File: src/rtl/cfg_i2c_pkg.sv
package cfg_i2c_pkg;

  localparam int CFG_W  = 16;
  localparam int BYTE_W = 8;

  typedef enum logic [1:0] {
    ST_IDLE  = 2'd0,
    ST_SHIFT = 2'd1,
    ST_ACK   = 2'd2,
    ST_SKIP  = 2'd3
  } link_state_t;

  typedef enum logic [1:0] {
    SLOT_ADDR = 2'd0,
    SLOT_LOW  = 2'd1,
    SLOT_HIGH = 2'd2,
    SLOT_OVER = 2'd3
  } byte_slot_t;

  typedef struct packed {
    logic       run;
    logic       power;
    logic [3:0] burst;
    logic [1:0] rate;
    logic [1:0] duty;
    logic [3:0] thresh;
    logic [1:0] filter;
  } cfg_fields_t;

  function automatic cfg_fields_t split_cfg(input logic [CFG_W-1:0] w);
    return cfg_fields_t'(w);
  endfunction

endpackage

File: src/rtl/cfg_i2c_bus_sync.sv
module cfg_i2c_bus_sync #(
  parameter int STAGES = 2
) (
  input  logic clk,
  input  logic rst_n,
  input  logic scl_raw,
  input  logic sda_raw,
  output logic sda_lvl,
  output logic scl_rise,
  output logic scl_fall,
  output logic start_det,
  output logic stop_det
);

  localparam int LAST = STAGES - 1;

  logic [LAST:0] scl_sh;
  logic [LAST:0] sda_sh;
  logic          scl_prev;
  logic          sda_prev;
  logic          scl_now;

  generate
    if (STAGES == 1) begin : g_single
      always_ff @(posedge clk or negedge rst_n) begin
        if (!rst_n) begin
          scl_sh <= '1;
          sda_sh <= '1;
        end else begin
          scl_sh <= scl_raw;
          sda_sh <= sda_raw;
        end
      end
    end else begin : g_chain
      always_ff @(posedge clk or negedge rst_n) begin
        if (!rst_n) begin
          scl_sh <= '1;
          sda_sh <= '1;
        end else begin
          scl_sh <= {scl_sh[LAST-1:0], scl_raw};
          sda_sh <= {sda_sh[LAST-1:0], sda_raw};
        end
      end
    end
  endgenerate

  always_ff @(posedge clk or negedge rst_n) begin
    if (!rst_n) begin
      scl_prev <= 1'b1;
      sda_prev <= 1'b1;
    end else begin
      scl_prev <= scl_sh[LAST];
      sda_prev <= sda_sh[LAST];
    end
  end

  assign scl_now   = scl_sh[LAST];
  assign sda_lvl   = sda_sh[LAST];
  assign scl_rise  = scl_now & ~scl_prev;
  assign scl_fall  = ~scl_now & scl_prev;
  assign start_det = scl_now & scl_prev & sda_prev & ~sda_lvl;
  assign stop_det  = scl_now & scl_prev & ~sda_prev & sda_lvl;

endmodule

File: src/rtl/cfg_i2c_link.sv
module cfg_i2c_link
  import cfg_i2c_pkg::*;
#(
  parameter logic [6:0] DEV_ADDR = 7'b1010100
) (
  input  logic              clk,
  input  logic              rst_n,
  input  logic              sda_lvl,
  input  logic              scl_rise,
  input  logic              scl_fall,
  input  logic              start_det,
  input  logic              stop_det,
  output logic              sda_pull,
  output logic              ignoring,
  output logic              low_load,
  output logic              commit,
  output logic [BYTE_W-1:0] rx_byte
);

  localparam int CNT_W = $clog2(BYTE_W);
  localparam logic [CNT_W-1:0] LAST_BIT = CNT_W'(BYTE_W - 1);
  localparam logic [BYTE_W-1:0] ADDR_WR = {DEV_ADDR, 1'b0};

  link_state_t      state;
  byte_slot_t       slot;
  logic [CNT_W-1:0] bit_cnt;
  logic             full;
  logic             pend_commit;
  logic [BYTE_W-1:0] shreg;

  always_ff @(posedge clk or negedge rst_n) begin
    if (!rst_n) begin
      state       <= ST_IDLE;
      slot        <= SLOT_ADDR;
      bit_cnt     <= '0;
      full        <= 1'b0;
      pend_commit <= 1'b0;
      shreg       <= '0;
      sda_pull    <= 1'b0;
      low_load    <= 1'b0;
      commit      <= 1'b0;
    end else begin
      low_load <= 1'b0;
      commit   <= 1'b0;
      if (start_det) begin
        state       <= ST_SHIFT;
        slot        <= SLOT_ADDR;
        bit_cnt     <= '0;
        full        <= 1'b0;
        pend_commit <= 1'b0;
        sda_pull    <= 1'b0;
      end else if (stop_det) begin
        state       <= ST_IDLE;
        full        <= 1'b0;
        pend_commit <= 1'b0;
        sda_pull    <= 1'b0;
      end else begin
        case (state)
          ST_SHIFT: begin
            if (scl_rise && !full) begin
              shreg <= {shreg[BYTE_W-2:0], sda_lvl};
              if (bit_cnt == LAST_BIT) full <= 1'b1;
              else bit_cnt <= bit_cnt + 1'b1;
            end else if (scl_fall && full) begin
              full    <= 1'b0;
              bit_cnt <= '0;
              case (slot)
                SLOT_ADDR: begin
                  if (shreg == ADDR_WR) begin
                    sda_pull <= 1'b1;
                    state    <= ST_ACK;
                    slot     <= SLOT_LOW;
                  end else begin
                    state <= ST_SKIP;
                  end
                end
                SLOT_LOW: begin
                  low_load <= 1'b1;
                  sda_pull <= 1'b1;
                  state    <= ST_ACK;
                  slot     <= SLOT_HIGH;
                end
                SLOT_HIGH: begin
                  pend_commit <= 1'b1;
                  sda_pull    <= 1'b1;
                  state       <= ST_ACK;
                  slot        <= SLOT_OVER;
                end
                default: state <= ST_SKIP;
              endcase
            end
          end
          ST_ACK: begin
            if (scl_fall) begin
              sda_pull    <= 1'b0;
              state       <= ST_SHIFT;
              commit      <= pend_commit;
              pend_commit <= 1'b0;
            end
          end
          default: ;
        endcase
      end
    end
  end

  assign ignoring = (state == ST_SKIP);
  assign rx_byte  = shreg;

endmodule

File: src/rtl/cfg_i2c_word_reg.sv
module cfg_i2c_word_reg
  import cfg_i2c_pkg::*;
#(
  parameter logic [CFG_W-1:0] RESET_VALUE = 16'h0490
) (
  input  logic               clk,
  input  logic               rst_n,
  input  logic               low_load,
  input  logic               commit,
  input  logic [BYTE_W-1:0]  rx_byte,
  output logic [CFG_W-1:0]   cfg_word
);

  logic [BYTE_W-1:0] low_stage;

  always_ff @(posedge clk or negedge rst_n) begin
    if (!rst_n) begin
      low_stage <= RESET_VALUE[BYTE_W-1:0];
      cfg_word  <= RESET_VALUE;
    end else begin
      if (low_load) low_stage <= rx_byte;
      if (commit)   cfg_word  <= {rx_byte, low_stage};
    end
  end

endmodule

File: src/rtl/cfg_i2c_wr_slave.sv
module cfg_i2c_wr_slave
  import cfg_i2c_pkg::*;
#(
  parameter int               SYNC_STAGES = 2,
  parameter logic [6:0]       DEV_ADDR    = 7'b1010100,
  parameter logic [15:0]      RESET_VALUE = 16'h0490
) (
  input  logic        clk,
  input  logic        rst_n,
  input  logic        scl_in,
  input  logic        sda_in,
  output logic        sda_pull,
  output logic [15:0] cfg_word,
  output logic        sense_run,
  output logic        power_on,
  output logic [3:0]  burst_sel,
  output logic [1:0]  rate_sel,
  output logic [1:0]  duty_sel,
  output logic [3:0]  thresh_sel,
  output logic [1:0]  filter_sel
);

  logic              sda_lvl;
  logic              scl_rise;
  logic              scl_fall;
  logic              start_det;
  logic              stop_det;
  logic              ignoring;
  logic              low_load;
  logic              commit;
  logic [BYTE_W-1:0] rx_byte;
  cfg_fields_t       fields;

  cfg_i2c_bus_sync #(.STAGES(SYNC_STAGES)) u_sync (
    .clk       (clk),
    .rst_n     (rst_n),
    .scl_raw   (scl_in),
    .sda_raw   (sda_in),
    .sda_lvl   (sda_lvl),
    .scl_rise  (scl_rise),
    .scl_fall  (scl_fall),
    .start_det (start_det),
    .stop_det  (stop_det)
  );

  cfg_i2c_link #(.DEV_ADDR(DEV_ADDR)) u_link (
    .clk       (clk),
    .rst_n     (rst_n),
    .sda_lvl   (sda_lvl),
    .scl_rise  (scl_rise),
    .scl_fall  (scl_fall),
    .start_det (start_det),
    .stop_det  (stop_det),
    .sda_pull  (sda_pull),
    .ignoring  (ignoring),
    .low_load  (low_load),
    .commit    (commit),
    .rx_byte   (rx_byte)
  );

  cfg_i2c_word_reg #(.RESET_VALUE(RESET_VALUE)) u_word (
    .clk      (clk),
    .rst_n    (rst_n),
    .low_load (low_load),
    .commit   (commit),
    .rx_byte  (rx_byte),
    .cfg_word (cfg_word)
  );

  assign fields     = split_cfg(cfg_word);
  assign sense_run  = fields.run;
  assign power_on   = fields.power;
  assign burst_sel  = fields.burst;
  assign rate_sel   = fields.rate;
  assign duty_sel   = fields.duty;
  assign thresh_sel = fields.thresh;
  assign filter_sel = fields.filter;

endmodule

File: config.mk
export PLATFORM = sky130hd
export DESIGN_NAME = cfg_i2c_wr_slave
export DESIGN_NICKNAME = d
export VERILOG_FILES = /design/src/rtl/cfg_i2c_pkg.sv /design/src/rtl/cfg_i2c_bus_sync.sv /design/src/rtl/cfg_i2c_link.sv /design/src/rtl/cfg_i2c_word_reg.sv /design/src/rtl/cfg_i2c_wr_slave.sv
export SDC_FILE = /design/constraint.sdc
export NUM_CORES = 1
export LEC_CHECK = 0
export ABC_AREA = 1
export CORE_ASPECT_RATIO = 1.25
export CORE_UTILIZATION = 25
export CTS_CLUSTER_SIZE = 10
export DETAILED_ROUTE_END_ITERATION = 8
export PLACE_DENSITY_LB_ADDON = 0.25
export SETUP_SLACK_MARGIN = 0.02
export SYNTH_ARGS = -nofsm -noshare
export SYNTH_HDL_FRONTEND = slang
export SYNTH_SLANG_ARGS = --single-unit
export TNS_END_PERCENT = 100
File: constraint.sdc
create_clock -name clk -period 3.8 [get_ports clk]
set_input_delay 0.95 -clock clk [delete_from_list [all_inputs] [get_ports clk]]
set_output_delay 0.95 -clock clk [all_outputs]
set_load 0.1 [all_outputs]
==> qor.yml <==
crit_family: "buffers and inverters"
yosysTopAreaCell: "dfrtp_1"
post_layout_nonfiller_instances: 404
fin_skew_ns: 0.004770
via_count: 1595
ys_top_cells_by_count: "nand2_1 (55), dfrtp_1 (39), inv_1 (30), nor2_1 (22), buf_4 (17)"
area_growth_pct: 22.31
synth.area.top_cells: "dfrtp_1 (42%), dfstp_2 (12%), nand2_1 (8.8%)"
fin_util: 0.3150
die_h_um: 110.4
antenna_found_initial: 0
tightest_slew_ns: 1.024
start_util: 0.2575
synth_warnings: 0
required_ns: 2.85
first_pass_iters: 4
r2r_cells: 9
cts_setup_buffers: 0
syn-num-nets: 268
gr-total-overflow: 0
hold_viol: 0
worst_slack_ns: 1.064
cts_buffers: 5
gr-usage-all-layers: 0.09130
crit-reg2reg-launch: "u_link.state[1]$_DFFE_PN0P_"
status: "finished clean"
layout-drive-gt1-share: 0.1708
cpPeakStageDelay_ns: 1.14
synth.distinct_cells: 30
path_clk_slew_ns: 0.06
maxCapViolations: 0
ctsResizeCount: 0
synth_edf_count: 0
period_needed_ns: 2.736
dp_slack_ns: 1.355
endpoint: "rate_sel[1]"
cts_tree: "yes"
n_fill_cell: 962
n_antenna_cell: 0
worstHoldPathType: "register to register"
grt_first_pass_wirelength_mm: 6.768
cts_sinks: 50
slew_headroom: 0.3176
synth_flop_cell: "dfrtp_1"
yosysTopAreaCellShare: 0.4153
dp.cells: 396
syn_avg_cell_area_um2: 9.143
wirelength_mm: 3.887
crit_cells: 1
route.detailed.drc: 0
clk_latency_ns: 0.29
async_flop_share: 1.000
port_buffers: 36
place_congestion: 0.8207
dp_hpwl_mm: 2.836
cp_slowest_cell: "clkdlybuf4s50_1"
end_kind: "primary output"
crit_fanout: 3
crit_path_start_kind: "register"
fp.coreArea_um2: 9125
yosysMostFrequentCell: "nand2_1"
rows: 39
grt_pass1_vias: 1499
synthCells: 257
reg2reg_to: "u_link.state[0]$_DFFE_PN0P_"
clockBufferDepth: 2
reg2reg_slack_ns: 2.13
ant_nets: 0
fmax_ghz: 0.3655
path_cells: "clkdlybuf4s50_1"
viasPerCell: 3.948
yosysSeqAreaShare: 0.5383
fin_nets: 291
cp.arrival_ns: 1.79
htreeDepth: 2
ys_ff_latch: 50
rsz0062_at_grt: "false"
grt_max_degree: 47
setup_viol: 0
critPathKind: "register to primary output"
cp_num_buf_inv: 1
critPathLaunch: "u_word.cfg_word[9]$_DFFE_PN0P_"
period_share: 0.7199
drv_slew: 0
first_iter_violations: 46
root_buffer: "clkbuf_16"
io_pins: 37
hold_buffers: 0
die_area_um2: 9793
syn_area_um2: 2350
dieWidth_um: 88.72
wl_per_cell_um: 9.621
tns_ns: 0
## worst min path at each step
stage | end | startpoint | slack (ns) | depth (start not counted)
2_1_floorplan | u_sync.scl_sh[1]$_DFF_PN1_ | u_sync.scl_sh[0]$_DFF_PN1_ | 0.35 | 0
3_3_place_gp | u_sync.scl_sh[1]$_DFF_PN1_ | u_sync.scl_sh[0]$_DFF_PN1_ | 0.35 | 0
3_5_place_dp | u_sync.scl_sh[1]$_DFF_PN1_ | u_sync.scl_sh[0]$_DFF_PN1_ | 0.35 | 0
4_1_cts | u_sync.scl_sh[1]$_DFF_PN1_ | u_sync.scl_sh[0]$_DFF_PN1_ | 0.36 | 0
5_1_grt | u_sync.sda_sh[1]$_DFF_PN1_ | u_sync.sda_sh[0]$_DFF_PN1_ | 0.36 | 0
6_report | u_sync.sda_sh[1]$_DFF_PN1_ | u_sync.sda_sh[0]$_DFF_PN1_ | 0.36 | 0
## logic make-up (layout without fill, tap and decap cells)
kind of cell / count (synthesis) / after routing / synth area share
adder cells (fa/ha/maj): 7 / 7 / 0.03727
AND/OR/NAND/NOR: 101 / 101 / 0.2018
buffers and inverters: 57 / 81 / 0.1203
flip-flops: 50 / 50 / 0.5383
multiplexers: 2 / 2 / 0.009584
AO/OA/AOI/OAI: 40 / 40 / 0.09266
## per-stage QoR
step / hold WS, ns / instance area (um2)
after global placement: 0.3468 / 2708
after floorplan: 0.3452 / 2350
after detailed placement: 0.3473 / 2708
final: 0.3554 / 2874
after CTS: 0.3570 / 2874
after global routing: 0.3586 / 2874
## layer usage
layer / global-route usage / up-vias / wire [um]
met4: 0.05184 / 0 / 81
met1: 0.1016 / 724 / 1710
met5: 0 / - / 0
met2: 0.1593 / 32 / 1958
li1: - / 832 / -
met3: 0.02010 / 7 / 137
## registers in the layout, indices dropped and copies added, names as in the netlist
register / count
u_word.cfg_word: 16
u_link.rx_byte: 8
u_word.low_stage: 8
u_link.bit_cnt: 3
u_link.slot: 2
u_link.state: 2
u_sync.scl_sh: 2
u_sync.sda_sh: 2
u_link.commit: 1
u_link.full: 1
u_link.low_load: 1
u_link.pend_commit: 1
u_link.sda_pull: 1
u_sync.scl_prev: 1
u_sync.sda_prev: 1
## layout make-up
| type | count | area (um2) | share of cell area |
|---|---|---|---|
| clock buffers | 6 | 128.9 | 0.04484 |
| clock inverters | 2 | 37.54 | 0.01306 |
| inverters | 36 | 138.9 | 0.04832 |
| multi-input cells | 150 | 802.0 | 0.2791 |
| flip-flops and latches | 50 | 1265 | 0.4401 |
| well taps | 123 | 153.9 | 0.05355 |
| repair buffers | 37 | 347.8 | 0.1210 |
## placed cells by master, fill, tap and decap left out, types with 3 or more instances in the layout
cell type        instances
a21oi_1                 16
buf_4                    7
clkbuf_16                5
clkdlybuf4s50_1         29
dfrtp_1                 39
dfstp_2                 11
ha_1                     7
inv_1                   30
inv_2                    3
nand2_1                 55
nand2_4                  3
nand3_1                  8
nor2_1                  22
o21ai_0                  8
o21ai_1                 14
Power is left out: the tool's default activity adds up to more than one toggle a clock period on the data nets, which glitch-free logic cannot reach.
